**src/rtl/hxr_pkg.sv**
```systemverilog
package hxr_pkg;
  typedef enum logic [1:0] {
    HX_IDLE = 2'd0,
    HX_PLAN = 2'd1,
    HX_RUN  = 2'd2
  } hx_state_e;
endpackage

```
**src/rtl/hxr_rate_map.sv**
```systemverilog
module hxr_rate_map #(
  parameter int FW         = 24,
  parameter int RATE_COUNT = 40,
  parameter int RATE_SEL_W = 6
) (
  input  logic [RATE_SEL_W-1:0] sel_i,
  output logic [FW-1:0]         inc_o
);
  localparam int IDXW = (RATE_COUNT > 1) ? $clog2(RATE_COUNT) : 1;

  logic [FW-1:0]   lut [RATE_COUNT];
  logic [IDXW-1:0] idx;

  // Entries alternate between 2 and 3 times a power of two.
  for (genvar g = 0; g < RATE_COUNT; g++) begin : g_lut
    localparam logic [63:0] RAW = 64'(2 + (g % 2)) << (g / 2);
    assign lut[g] = RAW[FW-1:0];
  end

  always_comb begin
    if (int'({1'b0, sel_i}) >= RATE_COUNT) idx = IDXW'(RATE_COUNT - 1);
    else                                   idx = sel_i[IDXW-1:0];
  end

  assign inc_o = lut[idx];
endmodule

```
**src/rtl/hxr_ceil_div.sv**
```systemverilog
module hxr_ceil_div #(
  parameter int W = 24
) (
  input  logic         clk,
  input  logic         rst,
  input  logic         start_i,
  input  logic [W-1:0] dividend_i,
  input  logic [W-1:0] divisor_i,
  output logic         done_o,
  output logic [W-1:0] quot_o
);
  localparam int CW = $clog2(W + 1);

  logic [W-1:0]  dvd_q, dvs_q, quo_q, res_q;
  logic [W:0]    rem_q;
  logic [CW-1:0] cnt_q;
  logic          run_q, done_q;

  logic [W:0]    rem_sh, rem_nx;
  logic [W-1:0]  quo_nx;
  logic          ge;

  always_comb begin
    rem_sh = {rem_q[W-1:0], dvd_q[W-1]};
    ge     = rem_sh >= {1'b0, dvs_q};
    rem_nx = ge ? (rem_sh - {1'b0, dvs_q}) : rem_sh;
    quo_nx = {quo_q[W-2:0], ge};
  end

  always_ff @(posedge clk) begin
    if (rst) begin
      dvd_q  <= '0;
      dvs_q  <= '0;
      quo_q  <= '0;
      res_q  <= '0;
      rem_q  <= '0;
      cnt_q  <= '0;
      run_q  <= 1'b0;
      done_q <= 1'b0;
    end else begin
      done_q <= 1'b0;
      if (start_i && !run_q) begin
        dvd_q <= dividend_i;
        dvs_q <= divisor_i;
        quo_q <= '0;
        rem_q <= '0;
        cnt_q <= CW'(W);
        run_q <= 1'b1;
      end else if (run_q) begin
        dvd_q <= {dvd_q[W-2:0], 1'b0};
        rem_q <= rem_nx;
        quo_q <= quo_nx;
        cnt_q <= cnt_q - 1'b1;
        if (cnt_q == CW'(1)) begin
          run_q  <= 1'b0;
          done_q <= 1'b1;
          res_q  <= quo_nx + W'(rem_nx != '0);
        end
      end
    end
  end

  assign done_o = done_q;
  assign quot_o = res_q;

  // partial remainder stays below the divisor while dividing
  a_r5_rem_below_divisor: assert property (@(posedge clk) disable iff (rst)
    run_q |-> (rem_q < {1'b0, dvs_q}));
  // the iteration count never runs out while dividing
  a_r10_count_live: assert property (@(posedge clk) disable iff (rst)
    run_q |-> (cnt_q != '0));
endmodule

```
**src/rtl/hx_exit_ramp.sv**
```systemverilog
module hx_exit_ramp
  import hxr_pkg::*;
#(
  parameter int FW         = 24,
  parameter int RATE_COUNT = 40,
  parameter int RATE_SEL_W = 6,
  parameter int TICK_DIV   = 8
) (
  input  logic                  clk,
  input  logic                  rst,
  input  logic                  start_i,
  input  logic                  bypass_i,
  input  logic [RATE_SEL_W-1:0] rate_sel_i,
  input  logic [FW-1:0]         hold_freq_i,
  input  logic [FW-1:0]         target_freq_i,
  output logic [FW-1:0]         freq_o,
  output logic                  busy_o,
  output logic                  done_o
);
  localparam int TCW = (TICK_DIV > 1) ? $clog2(TICK_DIV) : 1;

  hx_state_e      state_q;
  logic [FW-1:0]  freq_q, tgt_r, inc_r, steps_r;
  logic [TCW-1:0] tick_r;
  logic           busy_q, done_q, down_r;

  logic [FW-1:0]  inc_sel, mag;
  logic           down, accept, div_done;
  logic [FW-1:0]  div_quot;

  hxr_rate_map #(.FW(FW), .RATE_COUNT(RATE_COUNT), .RATE_SEL_W(RATE_SEL_W)) u_rate (
    .sel_i (rate_sel_i),
    .inc_o (inc_sel)
  );

  always_comb begin
    down   = target_freq_i < hold_freq_i;
    mag    = down ? (hold_freq_i - target_freq_i) : (target_freq_i - hold_freq_i);
    accept = start_i && (state_q == HX_IDLE);
  end

  hxr_ceil_div #(.W(FW)) u_div (
    .clk        (clk),
    .rst        (rst),
    .start_i    (accept && !bypass_i),
    .dividend_i (mag),
    .divisor_i  (inc_sel),
    .done_o     (div_done),
    .quot_o     (div_quot)
  );

  always_ff @(posedge clk) begin
    if (rst) begin
      state_q <= HX_IDLE;
      freq_q  <= '0;
      tgt_r   <= '0;
      inc_r   <= '0;
      steps_r <= '0;
      tick_r  <= '0;
      down_r  <= 1'b0;
      busy_q  <= 1'b0;
      done_q  <= 1'b0;
    end else begin
      done_q <= 1'b0;
      case (state_q)
        HX_IDLE: begin
          if (accept) begin
            tgt_r <= target_freq_i;
            if (bypass_i) begin
              freq_q <= target_freq_i;
              done_q <= 1'b1;
            end else begin
              freq_q  <= hold_freq_i;
              inc_r   <= inc_sel;
              down_r  <= down;
              busy_q  <= 1'b1;
              state_q <= HX_PLAN;
            end
          end
        end
        HX_PLAN: begin
          if (div_done) begin
            if (div_quot == '0) begin
              freq_q  <= tgt_r;
              busy_q  <= 1'b0;
              done_q  <= 1'b1;
              state_q <= HX_IDLE;
            end else begin
              steps_r <= div_quot;
              tick_r  <= '0;
              state_q <= HX_RUN;
            end
          end
        end
        HX_RUN: begin
          if (tick_r == TCW'(TICK_DIV - 1)) begin
            tick_r <= '0;
            if (steps_r == FW'(1)) begin
              freq_q  <= tgt_r;
              busy_q  <= 1'b0;
              done_q  <= 1'b1;
              state_q <= HX_IDLE;
            end else begin
              freq_q  <= down_r ? (freq_q - inc_r) : (freq_q + inc_r);
              steps_r <= steps_r - 1'b1;
            end
          end else begin
            tick_r <= tick_r + 1'b1;
          end
        end
        default: state_q <= HX_IDLE;
      endcase
    end
  end

  assign freq_o = freq_q;
  assign busy_o = busy_q;
  assign done_o = done_q;

  // completion pulse never overlaps activity
  a_r6_done_not_busy: assert property (@(posedge clk) disable iff (rst)
    done_q |-> !busy_q);
  // completion pulse lands on the latched target
  a_r6_done_on_target: assert property (@(posedge clk) disable iff (rst)
    done_q |-> (freq_q == tgt_r));
  // intermediate moves are exactly one increment
  a_r4_step_size: assert property (@(posedge clk) disable iff (rst)
    (busy_q && $past(busy_q) && (freq_q != $past(freq_q))) |->
      (((freq_q - $past(freq_q)) == inc_r) || (($past(freq_q) - freq_q) == inc_r)));
  // output never passes the target while ramping
  a_r5_no_overshoot: assert property (@(posedge clk) disable iff (rst)
    busy_q |-> (down_r ? (freq_q >= tgt_r) : (freq_q <= tgt_r)));
  // a strobe while busy leaves the latched target alone
  a_r8_ignore_start: assert property (@(posedge clk) disable iff (rst)
    (busy_q && start_i) |=> (tgt_r == $past(tgt_r)));
  // bypass exit completes at once without going busy
  a_r7_bypass_step: assert property (@(posedge clk) disable iff (rst)
    (accept && bypass_i) |=> (!busy_q && done_q));
endmodule

```
**config.mk**
```make
export PLATFORM = sky130hd
export DESIGN_NAME = hx_exit_ramp
export DESIGN_NICKNAME = d
export VERILOG_FILES = /design/src/rtl/hxr_pkg.sv /design/src/rtl/hxr_rate_map.sv /design/src/rtl/hxr_ceil_div.sv /design/src/rtl/hx_exit_ramp.sv
export SDC_FILE = /design/constraint.sdc
export NUM_CORES = 1
export LEC_CHECK = 0
export ABC_AREA = 1
export BUFFER_PORTS_ARGS = -buffer_cell sky130_fd_sc_hd__buf_2
export CAP_MARGIN = 20
export CORE_ASPECT_RATIO = 0.9
export CORE_MARGIN = 2
export CORE_UTILIZATION = 55
export DETAILED_ROUTE_END_ITERATION = 8
export HOLD_SLACK_MARGIN = 0.12
export PLACE_DENSITY = 0.75
export REMOVE_ABC_BUFFERS = 1
export SYNTH_ARGS = -nofsm -noshare
export SYNTH_HDL_FRONTEND = slang
export SYNTH_SLANG_ARGS = --single-unit
export TNS_END_PERCENT = 5
```
**constraint.sdc**
```tcl
create_clock -name clk -period 6.35 [get_ports clk]
set_clock_uncertainty 0.15 [all_clocks]
set_input_delay 0.635 -clock clk [delete_from_list [all_inputs] [get_ports clk]]
set_output_delay 0.635 -clock clk [all_outputs]
set_load 0.03 [all_outputs]
```
==> results_dict.tcl <==
set metrics [dict create \
    n_fill_cell 3049 \
    root_buffer "clkbuf_16" \
    final_area_um2 18600 \
    pwr-share-clk 0.182 \
    synth_cell_type_count 51 \
    start_kind "flop" \
    cts.path.max_buffers 3 \
    vias 18500 \
    r2r_setup_slack_ns 1.37 \
    intPower_mw 4.13 \
    hpwlAfterDp_um 43200 \
    grt_pass1_wl_um 88300 \
    cp_slowest_stage_delay_ns 0.45 \
    die_h_um 171 \
    die_x_um 190 \
    fmax_mhz 201 \
    power_mw 8.49 \
    wirelength_um 56200 \
    slew_headroom 0.346 \
    dp_worst_setup_slack_ns 1.48 \
    slowest_stage "nand3_4" \
    ir_drop_mv 0.360 \
    hold_depth 3 \
    ios 84 \
    layout_commonest_cell "nand2_1" \
    grt_max_degree 95 \
    cts_setup_buffers 0 \
    postRouteAntennaNets 0 \
    drc_errors 0 \
    port_buffers 83 \
    worst_slack_ns 1.37 \
    critPathMaxFanout 35 \
    utilization 0.604 \
    initial_core_util 0.556 \
    syn_inst 2779 \
    wl_per_cell_um 17.4 \
    layout_common_cells "nand2_1, inv_1, a21oi_1" \
    seq_area_frac_synth 0.262 \
    critPathArrivalTime_ns 5.29 \
    drtPass1Iterations 7 \
    viasPerCell 5.73 \
    r2r_cells 33 \
    setup_viol 0 \
    place_congestion 0.981 \
    finalCriticalPeriod_ns 4.98 \
    synth-seq-cells 224 \
    outcome "completed" \
    worstMarginPinSlew_ns 0.980 \
    fin_crit_sh 0.785 \
    hold_buffers 0 \
    setup-tns-final_ns 0 \
    crit_type "flop to flop" \
    place_area_um2 17700 \
    syn_area_um2 17100 \
    clock_latency_ns 0.56 \
    pwr-share-comb 0.593 \
    regToRegStartpoint "u_div.dvs_q[20]" \
    drtIter0Drc 1813 \
    grt_pass1_vias 16500 \
    tritoncts "yes" \
    h-tree-depth 1 \
    hold_viol 0 \
    seq_power_share 0.225 \
    multi_input_area_um2 10600 \
    p_sw_mw 4.36 \
    dieArea_um2 32500 \
    required_ns 6.66 \
    numClockSinks 224 \
    path_common_cell "nand2_1" \
    holdPathEnd "tgt_r[19]" \
    power-per-cell-area_nw_per_um2 457 \
    ff_latch_area_um2 4490 \
    end_kind "flop" \
    numCtsBuffers 27 \
    drive_gt1_frac 0.0656 \
    core_area_um2 30800 \
    fin_nets 2963 \
    gr-total-overflow 0 \
    grt.total_usage 0.339 \
    min_path_type "input pin to flop" \
    slew_viol_final 0 \
    r2r_end "u_div.quot_o[16]" \
    rsz0062_at_grt "false" \
    antenna_found_initial 0 \
    switching_share 0.514 \
    area_growth_pct 8.62 \
    min_from "target_freq_i[19]" \
    ctsResizeCount 0 \
    yosysWarnings 0 \
    antennaDiodeCount 0 \
    rows 61 \
    syn_avg_cell_area_um2 6.15 \
    maxCapViolCount 0 \
    clk_pin_slew_ns 0.06 \
    leakage_nw 8.98 \
]
-- kinds of logic after synthesis --
logic type,after synthesis,share of synthesized area
adder cells (fa/ha/maj),108,0.0808
XOR/XNOR,73,0.0374
AND/OR/NAND/NOR,1191,0.292
AO/OA/AOI/OAI,654,0.209
flip-flops,224,0.262
buffers and inverters,529,0.119
-- per-stage QoR --
step                      hold WS (ns)  instances
final                            0.228       3227
after detailed placement         0.314       3176
after global routing             0.233       3227
after floorplan                  0.274       2671
after CTS                        0.210       3226
after global placement           0.292       3176
-- Yosys cell counts (all sizes together) --
library cell	number	area [µm²]
o211a	1	10.0
o31ai	3	36.3
xnor2	14	123
nand3	139	718
or3	1	6.26
o21a	11	82.6
nand2	686	2580
nor2	248	961
nor3	31	160
a31o	1	8.76
o211ai	25	188
or2	9	56.3
clkinv	3	11.3
o22ai	27	169
clkbuf	76	288
nand3b	15	113
fa	4	80.1
xor2	59	517
nor4	9	56.3
o311ai	1	8.76
o21bai	14	105
a211oi	5	37.5
a32oi	2	17.5
buf	32	173
nand2b	2	12.5
nand4	48	300
a21oi	314	1580
inv	418	1570
dfxtp	224	4480
o21ai	220	1110
and2	3	18.8
ha	104	1300
o221ai	2	17.5
a21o	6	45.0
a31oi	19	119
o32ai	3	26.3
-- power groups by stage --
stage | sequential [mW] | combinational [mW] | clock (mW)
2_1_floorplan | 1.99 | 3.44 | 0
3_3_place_gp | 1.92 | 4.84 | 0
3_5_place_dp | 1.93 | 4.89 | 0
4_1_cts | 1.90 | 4.93 | 1.55
5_1_grt | 1.94 | 5.63 | 1.62
6_report | 1.91 | 5.04 | 1.54
-- flip-flops by register name, indices dropped and copies added, names as in the netlist --
signal,count
u_div.quo_q,23
u_div.dvs_q,21
down_r,1
u_div.rem_q,24
state_q,2
steps_r,24
tgt_r,24
inc_r,21
u_div.run_q,1
u_div.done_o,1
u_div.cnt_q,5
tick_r,3
freq_o,24
done_o,1
u_div.dvd_q,24
busy_o,1
u_div.quot_o,24
-- worst max-delay path, delay by kind of cell (launching register included) --
kind	cells	cell delay, ns
AND/OR/NAND/NOR	24	2.88
XOR/XNOR	1	0.13
flip-flops	1	0.33
adder cells (fa/ha/maj)	3	0.80
AO/OA/AOI/OAI	2	0.46
buffers and inverters	3	0.15
-- worst max path at each step --
stage / from / to / slack, ns / depth (start not counted)
2_1_floorplan: start_i / u_div.rem_q[14] / 1.43 / 9
6_report: u_div.dvs_q[20] / u_div.quot_o[16] / 1.37 / 33
4_1_cts: u_div.dvs_q[20] / u_div.quot_o[16] / 1.43 / 33
3_5_place_dp: u_div.dvs_q[20] / u_div.quot_o[16] / 1.48 / 33
5_1_grt: u_div.dvs_q[15] / u_div.quot_o[16] / 0.87 / 34
3_3_place_gp: u_div.rem_q[19] / u_div.quot_o[16] / 1.66 / 32
-- area by class of cell --
cell class,instances,area share
timing repair buffer,97,0.0284
sequential,224,0.242
tap,409,0.0276
clock buffer,41,0.0424
multi-input combinational,2026,0.570
clock inverter,9,0.00512
inverter,421,0.0851
-- per-layer routing --
layer  routed length, µm  global-route usage  vias up  part of all wire
li1                    -                   -     9096                 -
met1               26600               0.502     8583              0.47
met2               23600               0.519      751              0.42
met3                4920              0.0526       74             0.088
met4                1080              0.0698        0             0.019
met5                   0                   0        -                 0
Power figures use the tool's default switching activity.
